[config.mk]
export PLATFORM = sky130hd
export DESIGN_NAME = msi_doorbell_rx
export DESIGN_NICKNAME = d
export VERILOG_FILES = /design/src/rtl/msi_rx_pkg.sv /design/src/rtl/msi_addr_match.sv /design/src/rtl/msi_vec_decode.sv /design/src/rtl/msi_vec_bank.sv /design/src/rtl/msi_rd_resp.sv /design/src/rtl/msi_doorbell_rx.sv
export SDC_FILE = /design/constraint.sdc
export NUM_CORES = 1
export LEC_CHECK = 0
export ABC_CLOCK_PERIOD_IN_PS = 1000
export BUFFER_PORTS_ARGS = -buffer_cell sky130_fd_sc_hd__clkbuf_2
export CAP_MARGIN = 20
export CORE_MARGIN = 1.5
export CORE_UTILIZATION = 30
export CTS_CLUSTER_DIAMETER = 60
export DETAILED_ROUTE_END_ITERATION = 10
export GPL_TIMING_DRIVEN = 0
export PLACE_DENSITY = 0.56
export SLEW_MARGIN = 20
export SYNTH_ARGS = -nofsm -noshare
export SYNTH_HDL_FRONTEND = slang
export SYNTH_SLANG_ARGS = --single-unit
[constraint.sdc]
create_clock -name clk -period 1 [get_ports clk]
set_input_delay 0.2 -clock clk [delete_from_list [all_inputs] [get_ports clk]]
set_output_delay 0.2 -clock clk [all_outputs]
set_load 0.05 [all_outputs]
[src/rtl/msi_rx_pkg.sv]
package msi_rx_pkg;
  localparam int unsigned DWORD_BYTES = 4;

  typedef enum logic [1:0] {
    ERR_NONE = 2'b00,
    ERR_LEN  = 2'b01,
    ERR_VEC  = 2'b10
  } msi_err_e;
endpackage

[src/rtl/msi_addr_match.sv]
module msi_addr_match #(
  parameter int unsigned ADDR_W = 64
) (
  input  logic [ADDR_W-1:0] bell_addr,
  input  logic [ADDR_W-1:0] req_addr,
  input  logic              req_wr,
  input  logic              req_rd,
  output logic              wr_hit,
  output logic              rd_hit
);
  localparam int unsigned DW_LSB = 2;

  logic exact_eq;
  logic dword_eq;

  always_comb begin
    exact_eq = (req_addr == bell_addr);
    dword_eq = (req_addr[ADDR_W-1:DW_LSB] == bell_addr[ADDR_W-1:DW_LSB]);
    wr_hit   = req_wr & exact_eq;
    rd_hit   = req_rd & dword_eq;
  end
endmodule

[src/rtl/msi_vec_decode.sv]
module msi_vec_decode
  import msi_rx_pkg::*;
#(
  parameter int unsigned NUM_VEC = 64,
  parameter int unsigned LEN_W   = 12,
  localparam int unsigned IDX_W  = $clog2(NUM_VEC),
  localparam int unsigned LIM_W  = $clog2(NUM_VEC + 1)
) (
  input  logic               wr_hit,
  input  logic [LEN_W-1:0]   req_len,
  input  logic [31:0]        req_wdata,
  input  logic [LIM_W-1:0]   vec_limit,
  output logic [NUM_VEC-1:0] tog_mask,
  output msi_err_e           err_next
);
  logic [31:0]      vec_num;
  logic [IDX_W-1:0] vec_idx;
  logic             len_ok;
  logic             below_bank;
  logic             below_limit;
  logic             fire;

  always_comb begin
    vec_num     = {req_wdata[31:24], req_wdata[23:16], req_wdata[15:8], req_wdata[7:0]};
    vec_idx     = vec_num[IDX_W-1:0];
    len_ok      = (req_len == LEN_W'(DWORD_BYTES));
    below_bank  = (vec_num < 32'(NUM_VEC));
    below_limit = (LIM_W'(vec_idx) < vec_limit);
    fire        = wr_hit & len_ok & below_bank & below_limit;
    if (!wr_hit)        err_next = ERR_NONE;
    else if (!len_ok)   err_next = ERR_LEN;
    else if (!fire)     err_next = ERR_VEC;
    else                err_next = ERR_NONE;
  end

  for (genvar i = 0; i < NUM_VEC; i++) begin : g_mask
    assign tog_mask[i] = fire & (vec_idx == IDX_W'(i));
  end
endmodule

[src/rtl/msi_vec_bank.sv]
module msi_vec_bank #(
  parameter int unsigned NUM_VEC = 64
) (
  input  logic               clk,
  input  logic               rst_n,
  input  logic [NUM_VEC-1:0] tog_mask,
  output logic [NUM_VEC-1:0] vec_level
);
  logic [NUM_VEC-1:0] lvl_q;
  logic [NUM_VEC-1:0] lvl_d;

  for (genvar i = 0; i < NUM_VEC; i++) begin : g_line
    always_comb begin
      lvl_d[i] = lvl_q[i] ^ tog_mask[i];
    end

    always_ff @(posedge clk or negedge rst_n) begin
      if (!rst_n) begin
        lvl_q[i] <= 1'b0;
      end else if (tog_mask[i]) begin
        lvl_q[i] <= lvl_d[i];
      end
    end
  end

  assign vec_level = lvl_q;

  // the decoder requests at most one line per write
  assert_mask_onehot_R2: assert property (@(posedge clk) disable iff (!rst_n)
    $onehot0(tog_mask));

  // no more than one line changes at any edge
  assert_single_flip_R2: assert property (@(posedge clk) disable iff (!rst_n)
    $countones(lvl_q ^ $past(lvl_q)) <= 1);
endmodule

[src/rtl/msi_rd_resp.sv]
module msi_rd_resp #(
  parameter int unsigned LEN_W = 12
) (
  input  logic             clk,
  input  logic             rst_n,
  input  logic             rd_hit,
  input  logic [LEN_W-1:0] req_len,
  output logic             rd_ack,
  output logic [LEN_W-1:0] rd_len,
  output logic [31:0]      rd_data
);
  logic             ack_q;
  logic             ack_d;
  logic [LEN_W-1:0] len_q;
  logic [LEN_W-1:0] len_d;

  always_comb begin
    ack_d = rd_hit;
    len_d = req_len;
  end

  always_ff @(posedge clk or negedge rst_n) begin
    if (!rst_n) begin
      ack_q <= 1'b0;
      len_q <= '0;
    end else begin
      ack_q <= ack_d;
      if (rd_hit) begin
        len_q <= len_d;
      end
    end
  end

  assign rd_ack  = ack_q;
  assign rd_len  = len_q;
  assign rd_data = '0;

  // an acknowledge always answers a doorbell read of the previous cycle
  assert_ack_follows_hit_R8: assert property (@(posedge clk) disable iff (!rst_n)
    ack_q |-> $past(rd_hit));
endmodule

[src/rtl/msi_doorbell_rx.sv]
module msi_doorbell_rx
  import msi_rx_pkg::*;
#(
  parameter int unsigned ADDR_W  = 64,
  parameter int unsigned LEN_W   = 12,
  parameter int unsigned NUM_VEC = 64,
  localparam int unsigned LIM_W  = $clog2(NUM_VEC + 1)
) (
  input  logic               clk,
  input  logic               rst_n,
  input  logic [ADDR_W-1:0]  bell_addr,
  input  logic [LIM_W-1:0]   vec_limit,
  input  logic [ADDR_W-1:0]  req_addr,
  input  logic [LEN_W-1:0]   req_len,
  input  logic [31:0]        req_wdata,
  input  logic               req_wr,
  input  logic               req_rd,
  output logic               rd_ack,
  output logic [LEN_W-1:0]   rd_len,
  output logic [31:0]        rd_data,
  output logic [NUM_VEC-1:0] vec_level,
  output logic               err_pulse,
  output logic [1:0]         err_kind
);
  logic               wr_hit;
  logic               rd_hit;
  logic [NUM_VEC-1:0] tog_mask;
  msi_err_e           err_next;
  msi_err_e           err_q;
  msi_err_e           err_d;
  logic               errp_q;
  logic               errp_d;

  msi_addr_match #(.ADDR_W(ADDR_W)) u_match (
    .bell_addr (bell_addr),
    .req_addr  (req_addr),
    .req_wr    (req_wr),
    .req_rd    (req_rd),
    .wr_hit    (wr_hit),
    .rd_hit    (rd_hit)
  );

  msi_vec_decode #(.NUM_VEC(NUM_VEC), .LEN_W(LEN_W)) u_decode (
    .wr_hit    (wr_hit),
    .req_len   (req_len),
    .req_wdata (req_wdata),
    .vec_limit (vec_limit),
    .tog_mask  (tog_mask),
    .err_next  (err_next)
  );

  msi_vec_bank #(.NUM_VEC(NUM_VEC)) u_bank (
    .clk       (clk),
    .rst_n     (rst_n),
    .tog_mask  (tog_mask),
    .vec_level (vec_level)
  );

  msi_rd_resp #(.LEN_W(LEN_W)) u_rd (
    .clk     (clk),
    .rst_n   (rst_n),
    .rd_hit  (rd_hit),
    .req_len (req_len),
    .rd_ack  (rd_ack),
    .rd_len  (rd_len),
    .rd_data (rd_data)
  );

  always_comb begin
    err_d  = err_next;
    errp_d = (err_next != ERR_NONE);
  end

  always_ff @(posedge clk or negedge rst_n) begin
    if (!rst_n) begin
      err_q  <= ERR_NONE;
      errp_q <= 1'b0;
    end else begin
      err_q  <= err_d;
      errp_q <= errp_d;
    end
  end

  assign err_pulse = errp_q;
  assign err_kind  = err_q;

  // lines hold whenever no write was strobed
  assert_quiet_hold_R4: assert property (@(posedge clk) disable iff (!rst_n)
    !$past(req_wr) |-> (vec_level == $past(vec_level)));

  // a rejected write leaves every line alone
  assert_err_no_flip_R6: assert property (@(posedge clk) disable iff (!rst_n)
    err_pulse |-> (vec_level == $past(vec_level)));

  // an error only follows a write strobe
  assert_err_after_wr_R7: assert property (@(posedge clk) disable iff (!rst_n)
    err_pulse |-> $past(req_wr));

  // cause code is a single bit and only present with the pulse
  assert_err_kind_R7: assert property (@(posedge clk) disable iff (!rst_n)
    $onehot0(err_kind) && (!err_pulse -> (err_kind == 2'b00)));
endmodule

# --- Word level (Yosys, flattened, before mapping) ---
# Cells that the tools add are included.
word_totals:
  regBits: 80
  in_bits: 183
  output_inout_bits: 112
  word_cells: 274
op_classes:
  magnitude_cmp: 2
  n_eq_ne: 66
  mux: 3
  bitwise: 133
  reduce_logical: 2
ops:
  columns: ["cell", "count"]
  rows:
  - ["$eq 6x6->1 const B", 32]
  - ["$eq 6x5->1 const B", 16]
  - ["$and 1x1->1", 69]
  - ["$eq 64x64->1", 1]
  - ["$xor 1x1->1", 64]
  - ["$eq 62x62->1", 1]
  - ["$eq 6x4->1 const B", 8]
  - ["$lt 32x7->1 const B", 1]
  - ["$eq 6x3->1 const B", 4]
  - ["$eq 12x3->1 const B", 1]
  - ["$eq 6x2->1 const B", 2]
  - ["$lt 6x7->1", 1]
  - ["$eq 6x1->1 const B", 1]
  - ["$logic_not 6->1", 1]
  - ["$mux 2", 3]
  - ["$reduce_bool 2->1", 1]

# --- Depth between registers and ports, before layout ---
# Gate-level depths: netlist of the first run.
depth:
  depth_word: 9
  mapped_depth: 10
  mapped_depth_nobuf: 8

# --- By module ---
# From an unflattened synthesis of the first run, not the netlist that was laid out.
hier_totals:
  cells_unflattened: 505
  hier_area_um2: 5316.3
modules_own_cells:
  columns: ["module", "instances", "cells_per_inst", "area_per_inst_um2"]
  rows:
  - ["msi_vec_bank", 1, 128, 2162.1]
  - ["msi_vec_decode", 1, 217, 1579.0]
  - ["msi_rd_resp", 1, 59, 753.2]
  - ["msi_addr_match", 1, 97, 740.7]
  - ["msi_doorbell_rx", 1, 4, 81.3]

# --- Worst setup path after synthesis of the first run ---
# OpenSTA, ideal clock, no wires.
synth_path:
  path_kind: "input port to flip-flop"
  from: "input vec_limit[4]"
  to: "register u_bank.lvl_q[18], in the netlist u_bank.vec_level[18]"
  setup_time_ns: 0.082
  t_arrival_ns: 1.748
  required_time_ns: 0.918
  slack_ns: -0.830
  cell_stages: 10
  cell_sequence: "inv_1 ha_1 a21oi_1 nor3b_1 nor3_1 o211ai_1 buf_2 buf_2 nor4_2 xor2_1"
synth_between:
  elab_chain_len: 4
synth_lines:
  columns: ["element", "line_no", "rtl"]
  rows:
  - ["from (decl)", "msi_doorbell_rx.sv:12", "input logic [LIM_W-1:0] vec_limit,"]
  - ["$lt 6x7->1 (*)", "msi_vec_decode.sv:28", "below_limit = (LIM_W'(vec_idx) < vec_limit);"]
  - ["$and 1x1->1 (*)", "msi_vec_decode.sv:29", "fire = wr_hit & len_ok & below_bank & below_limit;"]
  - ["$and 1x1->1 (*)", "msi_vec_decode.sv:37", "assign tog_mask[i] = fire & (vec_idx == IDX_W'(i));"]
  - ["$xor 1x1->1", "msi_vec_bank.sv:14", "lvl_d[i] = lvl_q[i] ^ tog_mask[i];"]
  - ["to (signal, indexed assignment)", "msi_vec_bank.sv:21", "lvl_q[i] <= lvl_d[i];"]
  - ["to (decl)", "msi_vec_bank.sv:9", "logic [NUM_VEC-1:0] lvl_q;"]
# Mark *: on every way between the ends. The rest lies on a longest branch, timed or not.
# A chain may end at the register's enable or synchronous reset.

# --- Worst setup path in the final report of the first run ---
layout_path:
  from: "input bell_addr[50]"
  to: "register u_bank.lvl_q[63], in the netlist u_bank.vec_level[63]"
layout_between:
  elab_chain_len: 7
layout_lines:
  columns: ["element", "line_no", "rtl"]
  rows:
  - ["from (decl)", "msi_doorbell_rx.sv:11", "input logic [ADDR_W-1:0] bell_addr,"]
  - ["$eq 64x64->1 (*)", "msi_addr_match.sv:17", "exact_eq = (req_addr == bell_addr);"]
  - ["$and 1x1->1 (*)", "msi_addr_match.sv:19", "wr_hit = req_wr & exact_eq;"]
  - ["$and 1x1->1 (*) (3 in series)", "msi_vec_decode.sv:29", null]
  - ["$and 1x1->1 (*)", "msi_vec_decode.sv:37", null]
  - ["$xor 1x1->1", "msi_vec_bank.sv:14", null]
# Marks and branches as above.

==> impl_metrics.csv, run 1 <==
group,metric,value,unit
clocking,cts.path.max_buffers,2,
timing,fin_tns_setup,-64.78,ns
critical_path,critPathKind,"primary input to flip-flop",
yosys,synthesis.area,5600,um2
yosys,number_of_enable_type_register_cells_in_the_synthesized_netlist,0,
timing,min_period_over_period,1.80,
yosys,synth_seq_cells,80,
clocking,clk_root_buf,"sky130_fd_sc_hd__clkbuf_16",
global_route,grt_first_pass_wirelength,28.8,mm
yosys,synth_async_sr_flop_share,1.00,
global_route,grt_overflow_total,0,
floorplan,floorplan.initialDensity,0.309,
placement,hpwl,13.6,mm
clocking,clock_insertion_delay_worst_skew,0.34,ns
pwr,share_seq_of_total_power,0.385,
outcome,violations,"DRC, setup timing",
pwr,power.static_leakage,6.08,nW
drt,routed-via-count,5398,
final_layout,layout.core_utilization,0.596,
drt,drt_wl_total,19.4,mm
pwr,vdd.ir_drop.worst,0.000659,V
drt,wire_per_inst,16.8,um
timing,max_freq,0.557,GHz
final_layout,finalInstanceArea,10800,um2
critical_path,critical_path_required,1.26,ns
drt,drt_drc_violations_left,6,
timing,slew_headroom,0.539,
critical_path,cp-end-kind,"flip-flop",
placement,place.port_buffers,261,
global_route,first_global_vias,5378,
clocking,cts_tree,"done",
clocking,ctsHtreeMaxLevel,3,
timing,post-route-min-period,1.80,ns
final_layout,layout.cells.most_common,"sky130_fd_sc_hd__clkbuf_2",
timing,tightest_slew,0.685,ns
clocking,cts.sinks,80,
final_layout,register_area,2000,um2
global_route,pin_count_of_the_biggest_net_entering_global_routing,81,
outcome,run_status,"finished, violations left",
timing,final-setup-viol-count,160,
yosys,seq_area_frac_synth,0.357,
final_layout,nets,1110,
final_layout,layout_cell_share_with_drive_strength_beyond_1,0.621,
floorplan,ios,295,
flow_run,number_of_max_capacitance_violations_reported,0,
drt,number_of_search_and_repair_iterations_in_the_first_detailed_routing_pass,9,
yosys,ys.flop_type,"sky130_fd_sc_hd__dfrtp_1",
floorplan,num_rows,49,
floorplan,die-height,140,um
critical_path,worst_ep_arrival_time,2.05,ns
global_route,grt_util_all_layers,0.187,
drt,via_per_inst,4.67,
clocking,clk_transition_reported_paths,0.06,ns
final_layout,areaGrowthSynthToFinish,93.0,%
critical_path,startpoint_type,"primary input",
floorplan,fp.coreArea,18100,um2
final_layout,n_fill_cell,1436,
clocking,numCtsBuffers,9,
drt,post_drt_antenna_nets,0,
placement,place_congestion,0.852,
yosys,netlist_instances,514,
placement,post_dp_cell_area,7710,um2
global_route,grt_antenna_before_repair,0,
pwr,power-per-cell-area,777,nW/um2
pwr,power.combinational.fraction,0.176,
timing,final_hold_viol_count,0,
pwr,sw_frac_of_total,0.248,
floorplan,die_x,140,um
pwr,internal_power,6.32,mW
final_layout,final_cell_count_no_fill,1156,
yosys,synth.avg_cell_area,10.9,um2
worst_hold_path,hold_path_class,"primary input to flip-flop",
floorplan,floorplan.die_area,19500,um2
timing,timing.clock.skew,0,ns
placement,numPlacedInstances,1035,
pwr,clock_power_frac,0.439,
drt,first_iter_violations,210,
timing,rsz0062_at_grt,"yes",
timing,final_critical_path_setup_slack,-0.796,ns
final_layout,multiInputGateArea,4140,um2
pwr,netSwitchingPower,2.08,mW
final_layout,most-common-layout-cells,"sky130_fd_sc_hd__clkbuf_2, sky130_fd_sc_hd__buf_4, sky130_fd_sc_hd__buf_8",
timing,final-max-slew-violation-count,0,
final_layout,num_antenna_cells,0,
critical_path,critPathMaxFanout,8,
yosys,synth_cell_type_count,36,
yosys,synth.yosys.warnings,0,
==> critical path, cell delays in order <==
cell	delay [ns]
sky130_fd_sc_hd__clkbuf_2	0.10
sky130_fd_sc_hd__xnor2_2	0.14
sky130_fd_sc_hd__nand4_1	0.15
sky130_fd_sc_hd__nor4_2	0.34
sky130_fd_sc_hd__nand3_2	0.13
sky130_fd_sc_hd__buf_12	0.17
sky130_fd_sc_hd__buf_12	0.15
sky130_fd_sc_hd__buf_12	0.15
sky130_fd_sc_hd__nor4_4	0.31
sky130_fd_sc_hd__xor2_1	0.20
==> worst paths after layout <==
path,startpoint,cells past startpoint,slack [ns],endpoint
min reg2reg,u_bank.vec_level[23],1,0.52,u_bank.vec_level[23]
max in group asynchronous,rst_n,2,0.14,u_bank.vec_level[27]
min,req_len[7],2,0.10,u_rd.rd_len[7]
min in group asynchronous,rst_n,2,0.44,u_bank.vec_level[46]
max reg2reg,u_bank.vec_level[30],3,0.06,u_bank.vec_level[30]
max,bell_addr[50],10,-0.80,u_bank.vec_level[63]
==> Yosys cell counts, types with 8 or more instances <==
cell	n	area, um2
sky130_fd_sc_hd__nor4_2	8	100
sky130_fd_sc_hd__nor4_4	31	659
sky130_fd_sc_hd__clkbuf_1	19	71.3
sky130_fd_sc_hd__xnor2_1	60	526
sky130_fd_sc_hd__xor2_1	68	596
sky130_fd_sc_hd__buf_4	35	263
sky130_fd_sc_hd__dfrtp_1	80	2000
sky130_fd_sc_hd__nand3_1	15	75.1
sky130_fd_sc_hd__or3_1	42	263
sky130_fd_sc_hd__mux2_1	12	135
sky130_fd_sc_hd__nand4_1	26	163
sky130_fd_sc_hd__buf_2	8	40.0
sky130_fd_sc_hd__nand2_1	11	41.3
sky130_fd_sc_hd__nor4_1	36	225
==> through the flow <==
stage          total power, mW  hold slack (ns)  setup slack, ns
2_1_floorplan             4.05          -0.0956           -0.762
3_3_place_gp              4.62            0.412            -1.61
3_5_place_dp              4.63            0.286            -1.66
4_1_cts                   8.38           0.0904           -0.783
5_1_grt                   8.74           0.0962           -0.880
6_report                  8.40            0.101           -0.796
==> layout make-up <==
type	count	area share
clock buffer	14	0.0253
sequential	80	0.185
tap	229	0.0265
timing repair buffer	366	0.300
multi-input combinational	388	0.382
clock inverter	2	0.00555
buffer	71	0.0729
inverter	6	0.00208
==> routing by layer <==
metal  GRT usage  wire length (um)
met5           0                 0
met4      0.0499               380
met3      0.0461              1350
met2       0.329             10200
met1       0.227              7530
==> power by group through the flow <==
stage / sequential (mW) / combinational (mW) / clock [mW]
2_1_floorplan: 3.30 / 0.752 / 0
3_3_place_gp: 3.30 / 1.32 / 0
3_5_place_dp: 3.30 / 1.33 / 0
4_1_cts: 3.24 / 1.39 / 3.75
5_1_grt: 3.23 / 1.60 / 3.91
6_report: 3.24 / 1.48 / 3.69
==> cell families (layout without fill, tap and decap cells) <==
| family | after synthesis | in the layout | share of synthesized area |
|---|---|---|---|
| and+or+nand+nor | 206 | 206 | 0.315 |
| other | 1 | 32 | 0.000669 |
| buffers and inverters | 77 | 459 | 0.0864 |
| muxes | 12 | 12 | 0.0241 |
| AOI/OAI and AO/OA | 5 | 5 | 0.00581 |
| xor gates and xnor gates | 128 | 128 | 0.200 |
| adders and majority gates | 5 | 5 | 0.0112 |
| DFF | 80 | 80 | 0.357 |
==> sequential cells by signal, summed over array words and instances, names as in the netlist <==
register / flops
u_bank.vec_level: 64
u_rd.rd_len: 12
err_kind: 2
err_pulse: 1
u_rd.rd_ack: 1
==> what timing repair did <==
| item | in CTS | in global routing |
|---|---|---|
| cloned | 6 | 8 |
| setup buffers | 67 | 24 |
| hold endpoints to repair | 80 | 0 |
| pin swaps | 66 | 71 |
| gates resized for setup | 259 | 202 |
| hold buffers | 1 | 0 |
| setup endpoints to repair | 160 | 239 |
No activity file was read; power rests on OpenSTA's default activity.
==> run 2, diff against run 1 <==
- CELL_PAD_IN_SITES_DETAIL_PLACEMENT: unset -> 2
- CELL_PAD_IN_SITES_GLOBAL_PLACEMENT: unset -> 2
- CORE_UTILIZATION: 30 -> 26
- PLACE_DENSITY: 0.56 -> 0.81
- SYNTH_HIERARCHICAL: unset -> 1
==> run 2 against run 1 <==
  * The flow finishes with violations (setup timing)
  * Die area rose by 9.3%
  * Flip-flop and latch count did not move
  * Cell count rose by 3.5%
  * Core utilization fell by 9.4 points
  * Critical path type unchanged
  * Critical endpoint is now u_bank/vec_level[62]
  * Largest power group unchanged
==> impl_metrics.csv, run 2 <==
group,metric,value,unit
outcome,run_status,"finished, violations left",
placement,numPlacedInstances,1068,
clocking,clk_transition_reported_paths,0.09,ns
timing,rsz0062_at_grt,"yes",
timing,max_freq,0.352,GHz
timing,hold_ws,0.108,ns
yosys,yosysMostFrequentCell,"sky130_fd_sc_hd__dfrtp_1",
critical_path,critPathKind,"primary input to flip-flop",
yosys,synth_cell_type_count,38,
critical_path,critical_path_required,1.25,ns
final_layout,nets,1109,
timing,final_critical_path_setup_slack,-1.84,ns
global_route,grt_util_all_layers,0.249,
clocking,cts.path.max_buffers,2,
global_route,grt_overflow_total,0,
timing,final-max-slew-violation-count,0,
yosys,synthDominantAreaCellType,"sky130_fd_sc_hd__dfrtp_1",
floorplan,die_x,146,um
placement,detailedPlace.worstSlack,-2.25,ns
yosys,synth.yosys.warnings,6,
yosys,synth.avg_cell_area,10.5,um2
final_layout,layout_cell_share_with_drive_strength_beyond_1,0.596,
yosys,netlist_instances,505,
timing,timing.clock.skew,0,ns
floorplan,die-height,146,um
yosys,yosys-top-cells-count,"sky130_fd_sc_hd__dfrtp_1, sky130_fd_sc_hd__nand2_1, sky130_fd_sc_hd__xor2_1, sky130_fd_sc_hd__nor4_2, sky130_fd_sc_hd__xnor2_1",
placement,post_dp_cell_area,7330,um2
final_layout,finalInstanceArea,10100,um2
worst_hold_path,hold_path_class,"primary input to flip-flop",
critical_path,cp-end-kind,"flip-flop",
clocking,clk_root_buf,"sky130_fd_sc_hd__clkbuf_16",
critical_path,worst_path_most_repeated_cell,"sky130_fd_sc_hd__clkbuf_2",
placement,hpwl,17.6,mm
critical_path,cp_cell_sequence,"clkbuf_2 -> ha_1 -> nor2b_1 -> nand2_1 -> nand4_1 -> clkdlybuf4s15_1 -> clkbuf_2 -> nor4_4 -> xor2_1",
final_layout,largest_register_ff_count,64,
floorplan,fp.coreArea,20200,um2
yosys,synth_seq_cells,80,
critical_path,worst_path_max_delay_cell,"sky130_fd_sc_hd__clkdlybuf4s15_1",
floorplan,floorplan.die_area,21300,um2
pwr,power-per-cell-area,808,nW/um2
yosys,seq_area_frac_synth,0.377,
placement,place_congestion,0.790,
timing,min_period_over_period,2.84,
clocking,clock_insertion_delay_worst_skew,0.36,ns
timing,tightest_slew,0.995,ns
clocking,numCtsBuffers,9,
timing,post-route-min-period,2.84,ns
pwr,vdd.ir_drop.worst,0.000792,V
drt,post_drt_antenna_nets,0,
yosys,synth.top_cells.by_area,"sky130_fd_sc_hd__dfrtp_1, sky130_fd_sc_hd__nor4_2, sky130_fd_sc_hd__xor2_1",
final_layout,most-common-layout-cells,"sky130_fd_sc_hd__clkbuf_2, sky130_fd_sc_hd__buf_4, sky130_fd_sc_hd__buf_8",
clocking,cts_tree,"done",
floorplan,num_rows,52,
drt,first_iter_violations,185,
clocking,ctsHtreeMaxLevel,3,
clocking,cts.sinks,80,
timing,slew_headroom,0.332,
final_layout,areaGrowthSynthToFinish,90.4,%
floorplan,floorplan.initialDensity,0.264,
drt,drt_drc_violations_left,0,
yosys,ys.flop_type,"sky130_fd_sc_hd__dfrtp_1",
outcome,violations,"setup timing",
global_route,first_global_vias,6366,
flow_run,number_of_max_capacitance_violations_reported,0,
drt,drt_wl_total,31.5,mm
pwr,power.static_leakage,4.89,nW
yosys,post-synth-top-area-fraction,0.377,
yosys,synthesis.area,5320,um2
yosys,synth_async_sr_flop_share,1.00,
global_route,grt_first_pass_wirelength,39.5,mm
floorplan,ios,295,
critical_path,critPathMaxFanout,10,
global_route,pin_count_of_the_biggest_net_entering_global_routing,81,
final_layout,final_cell_count_no_fill,1196,
timing,final-setup-viol-count,160,
critical_path,worst_ep_arrival_time,3.09,ns
placement,place.port_buffers,262,
yosys,number_of_enable_type_register_cells_in_the_synthesized_netlist,0,
critical_path,startpoint_type,"primary input",
drt,number_of_search_and_repair_iterations_in_the_first_detailed_routing_pass,4,
final_layout,layout.cells.most_common,"sky130_fd_sc_hd__clkbuf_2",
timing,final_hold_viol_count,0,
global_route,grt_antenna_before_repair,1,
drt,via_per_inst,4.85,
drt,wire_per_inst,26.4,um
critical_path,critical-path-max-stage-delay,0.64,ns
drt,routed-via-count,5799,
[run 2: cell count changes after synthesis, sizes merged, moves of 8 or more]
| cell | previous run | this run |
|---|---|---|
| nand2 | 11 | 69 |
| inv | 6 | 14 |
| nand4 | 26 | 16 |
| nand3 | 15 | 3 |
| or3 | 42 | 0 |
[run 2: power breakdown]
part | switching [mW] | leakage, nW | internal [mW]
registers | 0.0000000000000000353 | 1.11 | 3.23
clock network | 1.56 | 0.130 | 1.74
logic | 0.987 | 3.65 | 0.658
total | 2.55 | 4.89 | 5.63
[run 2: final cells by class]
cell class / count / area [um2]
fill: 2055 / 10000
tap: 270 / 338
clock inverter: 5 / 33.8
antenna: 1 / 2.50
timing repair buffer: 374 / 3150
clock buffer: 10 / 239
multi-input combinational: 382 / 3770
inverter: 14 / 52.6
buffer: 60 / 527
sequential: 80 / 2010
[run 2: kinds of logic (layout without fill, tap and decap cells)]
group,Yosys count,after routing,synth area share
compound gates,12,12,0.0202
xor+xnor,121,121,0.199
fa+ha+maj,5,5,0.0118
buf+inv,74,463,0.0847
flops,80,80,0.377
mux,12,12,0.0325
other cells,1,33,0.000705
simple gates,200,200,0.274
[run 2: final timing paths]
check	end	slack, ns	start	cells past startpoint
min	u_rd/rd_len[6]	0.11	req_len[6]	2
min reg2reg	u_rd/rd_len[7]	0.56	u_rd/rd_len[7]	1
max in group asynchronous	u_bank/vec_level[8]	0.15	rst_n	2
max	u_bank/vec_level[62]	-1.84	req_wdata[5]	9
max reg2reg	u_bank/vec_level[44]	-0.15	u_bank/vec_level[44]	3
min in group asynchronous	u_bank/vec_level[51]	0.46	rst_n	2
[run 2: worst max-delay path: cells and delay by family]
kind | cells | cell delay (ns)
xor+xnor | 1 | 0.32
fa+ha+maj | 1 | 0.32
buf+inv | 3 | 1.34
simple gates | 4 | 0.87
[run 2: stage by stage]
step | total power [mW] | setup TNS (ns) | utilization
after floorplan | 4.12 | -93.53 | -
after global placement | 4.72 | -251.50 | 0.363
after detailed placement | 4.76 | -155.54 | 0.363
after CTS | 7.95 | -119.54 | 0.461
after global routing | 8.45 | -137.78 | 0.502
final | 8.18 | -127.53 | 0.502
[run 2: metal layers]
metal  track usage  wire, um  up-vias
li1              -         -     2508
met1         0.230      9680     2922
met2         0.518     18600      282
met3        0.0539      1620       87
met4        0.0980      1670        0
met5             0         0        -
[run 2: repair_timing]
| item | in CTS | in global routing |
|---|---|---|
| resized for setup | 219 | 141 |
| endpoints found under the setup margin | 160 | 240 |
| hold buffers | 1 | 0 |
| cloned | 1 | 5 |
| pin swaps | 7 | 115 |
| endpoints found under the hold margin | 80 | 0 |
| buffers inserted | 74 | 33 |
